--- src/rtl/pin_evt_pkg.sv ---
package pin_evt_pkg;

  localparam int MODE_W = 4;
  localparam int DATA_W = 32;
  localparam int GMODE_LSB = 16;

  typedef enum logic [MODE_W-1:0] {
    TM_OFF       = 4'h0,
    TM_DMA_RISE  = 4'h1,
    TM_DMA_FALL  = 4'h2,
    TM_DMA_BOTH  = 4'h3,
    TM_RSVD_4    = 4'h4,
    TM_FLG_RISE  = 4'h5,
    TM_FLG_FALL  = 4'h6,
    TM_FLG_BOTH  = 4'h7,
    TM_IRQ_LOW   = 4'h8,
    TM_IRQ_RISE  = 4'h9,
    TM_IRQ_FALL  = 4'hA,
    TM_IRQ_BOTH  = 4'hB,
    TM_IRQ_HIGH  = 4'hC,
    TM_TRIG_HI   = 4'hD,
    TM_TRIG_LO   = 4'hE,
    TM_RSVD_F    = 4'hF
  } trig_mode_e;

  typedef struct packed {
    logic on_rise;
    logic on_fall;
    logic on_low;
    logic on_high;
    logic is_dma;
    logic is_irq;
    logic trig_hi;
    logic trig_lo;
  } mode_dec_t;

  function automatic mode_dec_t decode_mode(input logic [MODE_W-1:0] code);
    mode_dec_t d;
    d = '0;
    case (trig_mode_e'(code))
      TM_DMA_RISE: begin d.on_rise = 1'b1; d.is_dma = 1'b1; end
      TM_DMA_FALL: begin d.on_fall = 1'b1; d.is_dma = 1'b1; end
      TM_DMA_BOTH: begin d.on_rise = 1'b1; d.on_fall = 1'b1; d.is_dma = 1'b1; end
      TM_FLG_RISE: d.on_rise = 1'b1;
      TM_FLG_FALL: d.on_fall = 1'b1;
      TM_FLG_BOTH: begin d.on_rise = 1'b1; d.on_fall = 1'b1; end
      TM_IRQ_LOW:  begin d.on_low = 1'b1; d.is_irq = 1'b1; end
      TM_IRQ_RISE: begin d.on_rise = 1'b1; d.is_irq = 1'b1; end
      TM_IRQ_FALL: begin d.on_fall = 1'b1; d.is_irq = 1'b1; end
      TM_IRQ_BOTH: begin d.on_rise = 1'b1; d.on_fall = 1'b1; d.is_irq = 1'b1; end
      TM_IRQ_HIGH: begin d.on_high = 1'b1; d.is_irq = 1'b1; end
      TM_TRIG_HI:  d.trig_hi = 1'b1;
      TM_TRIG_LO:  d.trig_lo = 1'b1;
      default:     d = '0;
    endcase
    return d;
  endfunction

endpackage

--- src/rtl/pin_sync.sv ---
module pin_sync #(
  parameter int WIDTH = 32
) (
  input  logic             clk,
  input  logic             rst_n,
  input  logic [WIDTH-1:0] async_in,
  output logic [WIDTH-1:0] sync_out
);

  logic [WIDTH-1:0] meta_q;
  logic [WIDTH-1:0] meta_d;
  logic [WIDTH-1:0] stable_q;
  logic [WIDTH-1:0] stable_d;

  always_comb begin
    meta_d   = async_in;
    stable_d = meta_q;
  end

  always_ff @(posedge clk or negedge rst_n) begin
    if (!rst_n) begin
      meta_q   <= '0;
      stable_q <= '0;
    end else begin
      meta_q   <= meta_d;
      stable_q <= stable_d;
    end
  end

  assign sync_out = stable_q;

endmodule

--- src/rtl/pin_mode_bank.sv ---
module pin_mode_bank
  import pin_evt_pkg::*;
#(
  parameter int HALF_PINS = 16,
  parameter int NUM_PINS  = 2 * HALF_PINS,
  parameter int ADDR_W    = 6,
  parameter logic [ADDR_W-1:0] GCFG_LO_ADDR = ADDR_W'(NUM_PINS + 1),
  parameter logic [ADDR_W-1:0] GCFG_HI_ADDR = ADDR_W'(NUM_PINS + 2)
) (
  input  logic                             clk,
  input  logic                             rst_n,
  input  logic                             wr_en,
  input  logic [ADDR_W-1:0]                addr,
  input  logic [DATA_W-1:0]                wdata,
  output logic [NUM_PINS-1:0][MODE_W-1:0]  modes
);

  logic lo_hit;
  logic hi_hit;
  logic [MODE_W-1:0] gcode;
  logic unused_wdata_hi;

  assign lo_hit = wr_en && (addr == GCFG_LO_ADDR);
  assign hi_hit = wr_en && (addr == GCFG_HI_ADDR);
  assign gcode  = wdata[GMODE_LSB +: MODE_W];
  assign unused_wdata_hi = ^wdata[DATA_W-1:GMODE_LSB+MODE_W];

  for (genvar i = 0; i < NUM_PINS; i++) begin : g_pin
    logic              own_hit;
    logic              grp_hit;
    logic              mode_en;
    logic [MODE_W-1:0] mode_d;
    logic [MODE_W-1:0] mode_q;

    assign own_hit = wr_en && (addr == ADDR_W'(i));

    if (i < HALF_PINS) begin : g_lo
      assign grp_hit = lo_hit && wdata[i];
    end else begin : g_hi
      assign grp_hit = hi_hit && wdata[i-HALF_PINS];
    end

    always_comb begin
      mode_en = own_hit || grp_hit;
      mode_d  = mode_q;
      if (own_hit)      mode_d = wdata[MODE_W-1:0];
      else if (grp_hit) mode_d = gcode;
    end

    always_ff @(posedge clk or negedge rst_n) begin
      if (!rst_n)       mode_q <= '0;
      else if (mode_en) mode_q <= mode_d;
    end

    assign modes[i] = mode_q;
  end

endmodule

--- src/rtl/pin_event_detect.sv ---
module pin_event_detect
  import pin_evt_pkg::*;
#(
  parameter int NUM_PINS = 32
) (
  input  logic                            clk,
  input  logic                            rst_n,
  input  logic [NUM_PINS-1:0]             lvl,
  input  logic [NUM_PINS-1:0][MODE_W-1:0] modes,
  output logic [NUM_PINS-1:0]             evt,
  output logic [NUM_PINS-1:0]             dma_sel,
  output logic [NUM_PINS-1:0]             irq_sel,
  output logic [NUM_PINS-1:0]             trig
);

  logic [NUM_PINS-1:0] prev_q;
  logic [NUM_PINS-1:0] prev_d;

  assign prev_d = lvl;

  always_ff @(posedge clk or negedge rst_n) begin
    if (!rst_n) prev_q <= '0;
    else        prev_q <= prev_d;
  end

  for (genvar i = 0; i < NUM_PINS; i++) begin : g_det
    mode_dec_t dec;
    logic      rise;
    logic      fall;

    assign dec  = decode_mode(modes[i]);
    assign rise = lvl[i] & ~prev_q[i];
    assign fall = ~lvl[i] & prev_q[i];

    assign evt[i]     = (dec.on_rise & rise) | (dec.on_fall & fall) |
                        (dec.on_low & ~lvl[i]) | (dec.on_high & lvl[i]);
    assign dma_sel[i] = dec.is_dma;
    assign irq_sel[i] = dec.is_irq;
    assign trig[i]    = (dec.trig_hi & lvl[i]) | (dec.trig_lo & ~lvl[i]);
  end

endmodule

--- src/rtl/pin_flag_bank.sv ---
module pin_flag_bank #(
  parameter int NUM_PINS = 32
) (
  input  logic                clk,
  input  logic                rst_n,
  input  logic [NUM_PINS-1:0] evt,
  input  logic [NUM_PINS-1:0] sw_clr,
  input  logic [NUM_PINS-1:0] dma_sel,
  input  logic                dma_done,
  output logic [NUM_PINS-1:0] flags
);

  logic [NUM_PINS-1:0] flag_q;
  logic [NUM_PINS-1:0] flag_d;
  logic [NUM_PINS-1:0] clr_all;

  always_comb begin
    clr_all = sw_clr | ({NUM_PINS{dma_done}} & dma_sel);
    // a fresh event wins over any clear in the same cycle
    flag_d  = (flag_q & ~clr_all) | evt;
  end

  always_ff @(posedge clk or negedge rst_n) begin
    if (!rst_n) flag_q <= '0;
    else        flag_q <= flag_d;
  end

  assign flags = flag_q;

endmodule

--- src/rtl/pin_evt_ctrl.sv ---
module pin_evt_ctrl
  import pin_evt_pkg::*;
#(
  parameter int HALF_PINS = 16
) (
  input  logic                               clk,
  input  logic                               rst_n,
  input  logic [2*HALF_PINS-1:0]             pin_in,
  input  logic                               reg_wr_en,
  input  logic [$clog2(2*HALF_PINS+3)-1:0]   reg_addr,
  input  logic [31:0]                        reg_wdata,
  output logic [31:0]                        reg_rdata,
  input  logic                               dma_done,
  output logic                               irq_out,
  output logic                               dma_req_out,
  output logic [2*HALF_PINS-1:0]             trig_out
);

  localparam int NUM_PINS  = 2 * HALF_PINS;
  localparam int ADDR_W    = $clog2(NUM_PINS + 3);
  localparam int PIN_IDX_W = $clog2(NUM_PINS);
  localparam logic [ADDR_W-1:0] STATUS_ADDR  = ADDR_W'(NUM_PINS);
  localparam logic [ADDR_W-1:0] GCFG_LO_ADDR = ADDR_W'(NUM_PINS + 1);
  localparam logic [ADDR_W-1:0] GCFG_HI_ADDR = ADDR_W'(NUM_PINS + 2);

  logic [NUM_PINS-1:0]             lvl_w;
  logic [NUM_PINS-1:0][MODE_W-1:0] modes_w;
  logic [NUM_PINS-1:0]             evt_w;
  logic [NUM_PINS-1:0]             dma_sel_w;
  logic [NUM_PINS-1:0]             irq_sel_w;
  logic [NUM_PINS-1:0]             sw_clr_w;
  logic [NUM_PINS-1:0]             flag_w;

  pin_sync #(.WIDTH(NUM_PINS)) u_sync (
    .clk      (clk),
    .rst_n    (rst_n),
    .async_in (pin_in),
    .sync_out (lvl_w)
  );

  pin_mode_bank #(
    .HALF_PINS    (HALF_PINS),
    .NUM_PINS     (NUM_PINS),
    .ADDR_W       (ADDR_W),
    .GCFG_LO_ADDR (GCFG_LO_ADDR),
    .GCFG_HI_ADDR (GCFG_HI_ADDR)
  ) u_modes (
    .clk   (clk),
    .rst_n (rst_n),
    .wr_en (reg_wr_en),
    .addr  (reg_addr),
    .wdata (reg_wdata),
    .modes (modes_w)
  );

  pin_event_detect #(.NUM_PINS(NUM_PINS)) u_detect (
    .clk     (clk),
    .rst_n   (rst_n),
    .lvl     (lvl_w),
    .modes   (modes_w),
    .evt     (evt_w),
    .dma_sel (dma_sel_w),
    .irq_sel (irq_sel_w),
    .trig    (trig_out)
  );

  assign sw_clr_w = (reg_wr_en && (reg_addr == STATUS_ADDR)) ?
                    reg_wdata[NUM_PINS-1:0] : '0;

  pin_flag_bank #(.NUM_PINS(NUM_PINS)) u_flags (
    .clk      (clk),
    .rst_n    (rst_n),
    .evt      (evt_w),
    .sw_clr   (sw_clr_w),
    .dma_sel  (dma_sel_w),
    .dma_done (dma_done),
    .flags    (flag_w)
  );

  assign irq_out     = |(flag_w & irq_sel_w);
  assign dma_req_out = |(flag_w & dma_sel_w);

  always_comb begin
    reg_rdata = '0;
    if (reg_addr < STATUS_ADDR) begin
      reg_rdata[MODE_W-1:0] = modes_w[reg_addr[PIN_IDX_W-1:0]];
    end else if (reg_addr == STATUS_ADDR) begin
      reg_rdata[NUM_PINS-1:0] = flag_w;
    end
  end

endmodule

--- config.mk ---
export PLATFORM = sky130hd
export DESIGN_NAME = pin_evt_ctrl
export DESIGN_NICKNAME = d
export VERILOG_FILES = /design/src/rtl/pin_evt_pkg.sv /design/src/rtl/pin_sync.sv /design/src/rtl/pin_mode_bank.sv /design/src/rtl/pin_event_detect.sv /design/src/rtl/pin_flag_bank.sv /design/src/rtl/pin_evt_ctrl.sv
export SDC_FILE = /design/constraint.sdc
export NUM_CORES = 1
export LEC_CHECK = 0
export CAP_MARGIN = 20
export CORE_MARGIN = 5
export CORE_UTILIZATION = 55
export CTS_CLUSTER_SIZE = 30
export DETAILED_ROUTE_END_ITERATION = 16
export HOLD_SLACK_MARGIN = 0.06
export PLACE_DENSITY = 0.75
export REMOVE_ABC_BUFFERS = 1
export SLEW_MARGIN = 15
export SYNTH_ARGS = -nofsm -noshare
export SYNTH_HDL_FRONTEND = slang
export SYNTH_SLANG_ARGS = --single-unit
export TNS_END_PERCENT = 1
--- constraint.sdc ---
create_clock -name clk -period 3.1 [get_ports clk]
set_clock_uncertainty 0.15 [all_clocks]
set_input_delay 0.62 -clock clk [delete_from_list [all_inputs] [get_ports clk]]
set_output_delay 0.62 -clock clk [all_outputs]
set_load 0.05 [all_outputs]
# --- Word level (Yosys, flattened, before mapping) ---
# Index checks and enable logic that the tools add are counted.
classes:
  n_shift: 0
  multipliers: 0
  mux: 326
  bitwise_logic: 455
  order_cmp: 2
  add_sub_neg: 0
  eq_ne: 450
  div_mod_pow: 0
  reduce_logical: 294
op_table:
  columns: ["op", "n"]
  rows:
  - ["$eq 4x4->1 const B", 224]
  - ["$eq 4x3->1 const B", 96]
  - ["$reduce_or 6->1", 64]
  - ["$mux 4", 66]
  - ["$and 1x1->1", 256]
  - ["$eq 4x2->1 const B", 64]
  - ["$mux 1", 256]
  - ["$reduce_or 5->1", 32]
  - ["$and 32x32->32", 4]
  - ["$eq 4x1->1 const B", 32]
  - ["$or 1x1->1", 128]
  - ["$eq 6x5->1 const B", 16]
  - ["$reduce_or 3->1", 32]
  - ["$logic_and 1x1->1", 67]
  - ["$mux 32", 2]
  - ["$not 1->1", 64]
  - ["$or 32x32->32", 2]
  - ["$reduce_and 2->1", 32]
  - ["$reduce_bool 2->1", 32]
  - ["$reduce_or 32->1", 2]
  - ["$eq 6x4->1 const B", 8]
  - ["$logic_or 1x1->1", 32]
  - ["$not 32->32", 1]
  - ["$mux 28", 1]
  - ["other kinds (8)", 14]
word_totals:
  register_bits: 256
  rom_bits: 0
  elab_cells: 1563
  n_memories: 0
  latch_bits: 0
  in_bits: 74
  output_inout_bits: 66
  ramBits: 0

# --- Depth between registers and ports, before layout ---
depth:
  word_depth: 8
  mapped_depth: 8
  mapped_depth_nobuf: 5

# --- Cells and area by module ---
# From an unflattened synthesis, not the netlist that was laid out.
unflattened:
  hier_cells: 1561
  area_unflattened_um2: 14595.2
modules_own_cells:
  columns: ["module", "seq_area_each_um2", "instances", "cells_each", "area_per_inst_um2"]
  rows:
  - ["pin_mode_bank", 3203.1, 1, 659, 6416.2]
  - ["pin_event_detect", 800.8, 1, 448, 3303.2]
  - ["pin_evt_ctrl", 0.0, 1, 259, 1919.3]
  - ["pin_sync", 1601.5, 1, 64, 1601.5]
  - ["pin_flag_bank", 800.8, 1, 131, 1355.0]

# --- Worst setup path before layout ---
# OpenSTA, ideal clock, no wires.
synth_path:
  path_kind: "input port to output port"
  from: "input port reg_addr[3]"
  to: "output port reg_rdata[0]"
  t_required_ps: 2330
  path_buffers: 2
  setup_slack_ps: -291
  path_stages: 7
  t_arrival_ps: 2621
  path_cell_list: "buf_2 nor2b_1 clkbuf_1 a22oi_1 a21oi_1 a21oi_1 o21ai_0"
synth_between:
  elab_chain_len: 3
  word_cells_on_any_way: 6
  classes_between: "order compare (1); eq/ne (1); mux (4)"
synth_lines:
  columns: ["element", "line", "rtl"]
  rows:
  - ["from (decl)", "pin_evt_ctrl.sv:10", "input logic [$clog2(2*HALF_PINS+3)-1:0] reg_addr,"]
  - ["$bmux 4 s5 or $eq 6x6->1 (tied branches)", "pin_evt_ctrl.sv:86, pin_evt_ctrl.sv:87", null]
  - ["$mux 4 (not written as such) or $mux 32 (tied branches)", "pin_evt_ctrl.sv:86, pin_evt_ctrl.sv:87", null]
  - ["$mux 4 *", "pin_evt_ctrl.sv:85", "if (reg_addr < STATUS_ADDR) begin"]
  - ["to (decl)", "pin_evt_ctrl.sv:12", "output logic [31:0] reg_rdata,"]
# Every way passes the cells marked *; elsewhere a longest branch is shown, timed or not. The select of a mux whose other input is x is not followed.

# --- Worst setup path in the final report ---
layout_path:
  from: "register u_modes.g_pin[18].mode_q[0]"
  to: "output port dma_req_out"
layout_between:
  elab_chain_len: 5
  word_cells_on_any_way: 7
  classes_between: "eq/ne (3); mux (1); bitwise (1); reduce/logical (2)"
layout_lines:
  columns: ["element", "line", "rtl"]
  rows:
  - ["from (decl)", "pin_mode_bank.sv:33", "logic [MODE_W-1:0] mode_q;"]
  - ["from (signal assigned)", "pin_mode_bank.sv:52", "else if (mode_en) mode_q <= mode_d;"]
  - ["$eq 4x2->1 or $eq 4x1->1 (tied branches)", "pin_evt_pkg.sv:40", "case (trig_mode_e'(code))"]
  - ["$reduce_or 3->1 (no source line) *", null, null]
  - ["$mux 1 *", "pin_evt_pkg.sv:40", null]
  - ["$and 32x32->32 *", "pin_evt_ctrl.sv:81", "assign dma_req_out = |(flag_w & dma_sel_w);"]
  - ["$reduce_or 32->1 *", "pin_evt_ctrl.sv:81", null]
  - ["to (decl)", "pin_evt_ctrl.sv:15", "output logic dma_req_out,"]
# Every way passes the cells marked *; elsewhere a longest branch is shown, timed or not.

==> run_summary.xml <==
<?xml version="1.0" encoding="UTF-8"?>
<metrics>
  <group name="worst_setup_path">
    <metric name="timing_worst_setup_path_type" unit="">reg -&gt; out</metric>
    <metric name="worst_setup_path_start_kind" unit="">register</metric>
    <metric name="critPathMaxStageDelay" unit="ns">0.61</metric>
    <metric name="path_cells" unit="">nor2_4 &gt; nor3_2 &gt; a22oi_2 &gt; nand4_1 &gt; or4_4 &gt; buf_8</metric>
    <metric name="cp-startpoint" unit="">u_modes.g_pin[18].mode_q[0]</metric>
    <metric name="cp_top_family" unit="">simple AND/OR/NAND/NOR gates</metric>
    <metric name="critical_path.slowest_cell" unit="">or4_4</metric>
    <metric name="cp_num_buf_inv" unit="">1</metric>
    <metric name="r2r-start" unit="">u_modes.g_pin[15].mode_q[3]</metric>
    <metric name="critical_path_fanouts_max" unit="">2</metric>
    <metric name="worst-endpoint-required" unit="ns">2.33</metric>
    <metric name="crit_arrival" unit="ns">2.43</metric>
    <metric name="worstSetupEndpointType" unit="">output pin</metric>
  </group>
  <group name="grt">
    <metric name="first_global_vias" unit="">13480</metric>
    <metric name="grt_antenna_before_repair" unit="">2</metric>
    <metric name="grt_max_degree" unit="">82</metric>
    <metric name="groute.usage.overall" unit="%">34.82</metric>
    <metric name="grt_first_pass_wirelength" unit="mm">77.31</metric>
    <metric name="grt.overflow.total" unit="">0</metric>
  </group>
  <group name="floorplanning">
    <metric name="io_pins" unit="">140</metric>
    <metric name="rows" unit="">57</metric>
    <metric name="design.core.area" unit="mm²">0.02446</metric>
    <metric name="die_width" unit="µm">168.0</metric>
    <metric name="starting_utilization_of_the_core_area" unit="%">56.11</metric>
    <metric name="fp.dieH" unit="µm">168.0</metric>
    <metric name="die_area" unit="mm²">0.02822</metric>
  </group>
  <group name="cells_and_area">
    <metric name="nFillCells" unit="">1780</metric>
    <metric name="post_layout_nonfiller_instances" unit="">2094</metric>
    <metric name="share_of_post_route_cells_with_drive_strength_above_1" unit="%">21.88</metric>
    <metric name="mostFrequentLayoutCell" unit="">nand2_1</metric>
    <metric name="area_of_combinational_cells_with_multiple_inputs" unit="mm²">0.007083</metric>
    <metric name="layout.core_utilization" unit="%">73.36</metric>
    <metric name="final_cell_mix" unit="">275 x nand2_1, 211 x dfrtp_1, 141 x buf_4, 138 x nor2_1, 90 x o21ai_0</metric>
    <metric name="layout.nets" unit="">1825</metric>
    <metric name="sequential_cell_area" unit="mm²">0.006462</metric>
    <metric name="area_growth" unit="%">30.73</metric>
  </group>
  <group name="power_and_ir_drop">
    <metric name="p_sw_share" unit="%">35.50</metric>
    <metric name="total_switching_power" unit="W">0.003896</metric>
    <metric name="max-vdd-ir-drop" unit="mV">0.4807</metric>
    <metric name="p_clk_share" unit="%">28.9</metric>
    <metric name="comb_power_share" unit="%">26.6</metric>
    <metric name="seqPwrFrac" unit="%">44.6</metric>
    <metric name="power.density_cell_area" unit="mW/mm²">611.6</metric>
    <metric name="internal-power" unit="W">0.007079</metric>
    <metric name="power.static_leakage" unit="nW">7.881</metric>
  </group>
  <group name="routing">
    <metric name="dr.pass1.iters" unit="">6</metric>
    <metric name="routed_wirelength" unit="mm">50.18</metric>
    <metric name="detailedRoute.firstIterationViolations" unit="">1926</metric>
    <metric name="route.met2.wl" unit="mm">22.63</metric>
    <metric name="post_drt_wl_per_cell" unit="µm">23.96</metric>
    <metric name="highest_layer" unit="">met5</metric>
    <metric name="wl_met1" unit="mm">19.31</metric>
    <metric name="route.vias.total" unit="">13680</metric>
    <metric name="met3_wirelength" unit="mm">5.580</metric>
    <metric name="drc" unit="">0</metric>
    <metric name="route.antenna.remaining_nets" unit="">0</metric>
    <metric name="vias_per_cell" unit="">6.532</metric>
  </group>
  <group name="cts">
    <metric name="cts_made_buffers" unit="">26</metric>
    <metric name="cts_tree" unit="">built</metric>
    <metric name="clock_root_cell" unit="">clkbuf_16</metric>
    <metric name="htree_num_levels" unit="">1</metric>
    <metric name="clock_tree.buffer_depth" unit="">3</metric>
    <metric name="numClockSinks" unit="">256</metric>
    <metric name="clkTransAtPathRegs" unit="ns">0.06</metric>
    <metric name="later_pin_clock_latency_in_the_skew_report" unit="ns">0.54</metric>
  </group>
  <group name="logic_synthesis">
    <metric name="dominant_cells_by_area_after_synthesis" unit="">dfrtp_1 47%, nand2_1 7.5%, mux4_2 5.3%</metric>
    <metric name="synth_largest_type_area_fraction" unit="%">46.67</metric>
    <metric name="synth_cells" unit="">1503</metric>
    <metric name="mappedNetlistArea" unit="mm²">0.01373</metric>
    <metric name="synth_seq_area_share" unit="%">46.67</metric>
    <metric name="postSynth.asyncResetShare" unit="%">100.0</metric>
    <metric name="synth_area_per_cell" unit="µm²">9.133</metric>
    <metric name="synth_largest_area_cell" unit="">dfrtp_1</metric>
    <metric name="synthDistinctLibCells" unit="">45</metric>
    <metric name="synth_edf_count" unit="">0</metric>
    <metric name="yosys_register_bits" unit="">256</metric>
    <metric name="ys_dominant_reg_cell" unit="">dfrtp_1</metric>
    <metric name="yosysWarnings" unit="">0</metric>
  </group>
  <group name="outcome">
    <metric name="result_of_the_run" unit="">complete, but fails checks</metric>
    <metric name="failed_checks" unit="">setup timing</metric>
  </group>
  <group name="timing">
    <metric name="layout_min_cycle_time" unit="ns">3.200</metric>
    <metric name="final-max-slew-violation-count" unit="">0</metric>
    <metric name="setup_viol_count_final" unit="">6</metric>
    <metric name="timing.final.hold_violations" unit="">0</metric>
    <metric name="max_freq" unit="MHz">312.5</metric>
    <metric name="final_min_period_over_clock_period" unit="%">103.2</metric>
    <metric name="post-route-worst-setup-slack" unit="ns">-0.09987</metric>
    <metric name="grt_setup_unrepaired" unit="">true</metric>
    <metric name="timing.slew.headroom" unit="%">46.61</metric>
    <metric name="timing_worst_slew_pin_value" unit="ns">0.7984</metric>
  </group>
  <group name="placement">
    <metric name="pre_cts_ws" unit="ns">-0.2494</metric>
    <metric name="globalplace.congestion" unit="">0.9881</metric>
    <metric name="post-dp-hpwl" unit="mm">35.16</metric>
    <metric name="numPortBuffers" unit="">139</metric>
    <metric name="numPlacedInstances" unit="">2005</metric>
  </group>
  <group name="worst_hold_path">
    <metric name="min-delay-start" unit="">u_sync.meta_q[14]</metric>
    <metric name="min-delay-path-class" unit="">reg -&gt; reg</metric>
  </group>
  <group name="job">
    <metric name="timing.max_cap.violations" unit="">0</metric>
  </group>
</metrics>
[what timing repair did]
item / CTS / global route
gates resized for setup: 83 / 40
setup endpoints to repair: 35 / 31
hold endpoints to repair: 74 / 0
hold buffers: 1 / 0
gates cloned: 2 / 0
pin swaps: 21 / 14
buffers inserted: 25 / 14
[per-layer routing]
metal / vias up / global-route usage (%)
li1: 5952 / -
met1: 6629 / 47.26
met2: 887 / 53.81
met3: 209 / 7.737
met4: 2 / 16.06
met5: - / 0
[power by group through the flow]
stage | Clock [W] | Combinational (W) | Sequential [W]
floorplan | 0 | 0.00153 | 0.00450
global placement | 0 | 0.00248 | 0.00488
detailed placement | 0 | 0.00254 | 0.00489
CTS | 0.00317 | 0.00280 | 0.00482
global route | 0.00335 | 0.00314 | 0.00495
finish | 0.00317 | 0.00292 | 0.00489
[through the flow]
stage | area, µm² | total power [W] | setup TNS (ns) | hold WS [ns]
after floorplan | 13380 | 0.006027 | -0.5932 | 0.1744
after global placement | 16420 | 0.007360 | -4.622 | 0.1826
after detailed placement | 16420 | 0.007437 | -5.156 | 0.1855
after CTS | 17740 | 0.01078 | -0.2163 | 0.2006
after global routing | 17940 | 0.01143 | -0.4931 | 0.2058
final | 17940 | 0.01098 | -0.2628 | 0.1981
[worst reg2reg max path: stages, from the launching register on]
cell      delay, ns
dfrtp_2        0.46
a211oi_1       0.52
a221oi_1       0.15
a221o_1        0.29
[cells in the mapped netlist (2+ instances only)]
cell type	count
mux2i_1	63
dfrtp_1	256
xnor2_1	30
o32ai_1	2
buf_6	7
buf_4	3
nand2_1	275
o21ai_1	5
a22oi_1	32
buf_1	3
o22ai_1	66
nor3_1	39
xor2_1	2
a32oi_1	32
a21oi_2	8
and2_1	30
nor2_1	156
nand4_1	23
nand2b_1	3
nand2_2	8
o21ai_0	94
a221oi_1	2
nor3b_1	3
o211ai_1	4
a31oi_1	4
clkbuf_1	36
a211oi_1	2
or3_1	2
and3_1	16
buf_2	19
or3b_2	8
mux4_2	32
nor2b_1	5
a221o_1	15
inv_1	29
a21oi_1	84
nand3_1	76
nand3b_1	21
nor4_1	2
[final cells by class]
| class | count | share of cell area (%) |
|---|---|---|
| sequential | 256 | 36.01 |
| tap | 324 | 2.259 |
| inverter | 29 | 0.6066 |
| antenna | 1 | 0.01395 |
| clock inverter | 7 | 0.3486 |
| clock buffer | 39 | 4.407 |
| timing repair buffer | 288 | 16.88 |
| multi-input combinational | 1150 | 39.47 |
[kinds of logic (layout without fill, tap and decap cells)]
family                 after synthesis  count (layout)  synth area share (%)
other                                0               1                     0
flip-flops                         256             256                 46.67
AND/OR/NAND/NOR                    672             672                 22.26
XOR/XNOR                            32              32                 2.042
multiplexers                        95              95                 9.844
buffers and inverters               97             363                 3.290
AO/OA/AOI/OAI                      351             351                 15.90
[path summary, 6_finish.rpt]
| path | slack, ns | depth (start not counted) | end |
|---|---|---|---|
| max in group asynchronous | 1.31 | 3 | u_modes.g_pin[3].mode_q[1] |
| max | -0.1 | 6 | dma_req_out |
| min reg2reg | 0.20 | 0 | u_sync.sync_out[14] |
| max reg2reg | 1.41 | 3 | u_flags.flags[15] |
| min | 0.20 | 0 | u_sync.sync_out[14] |
| min in group asynchronous | 0.51 | 2 | u_flags.flags[27] |
[sequential cells by signal (all words and copies together), names as in the netlist]
register and count:
u_detect.prev_q 32, u_modes.g_pin.mode_q 128, u_sync.meta_q 32, u_sync.sync_out 32, u_flags.flags 32
(Power assumes the default switching activity.)
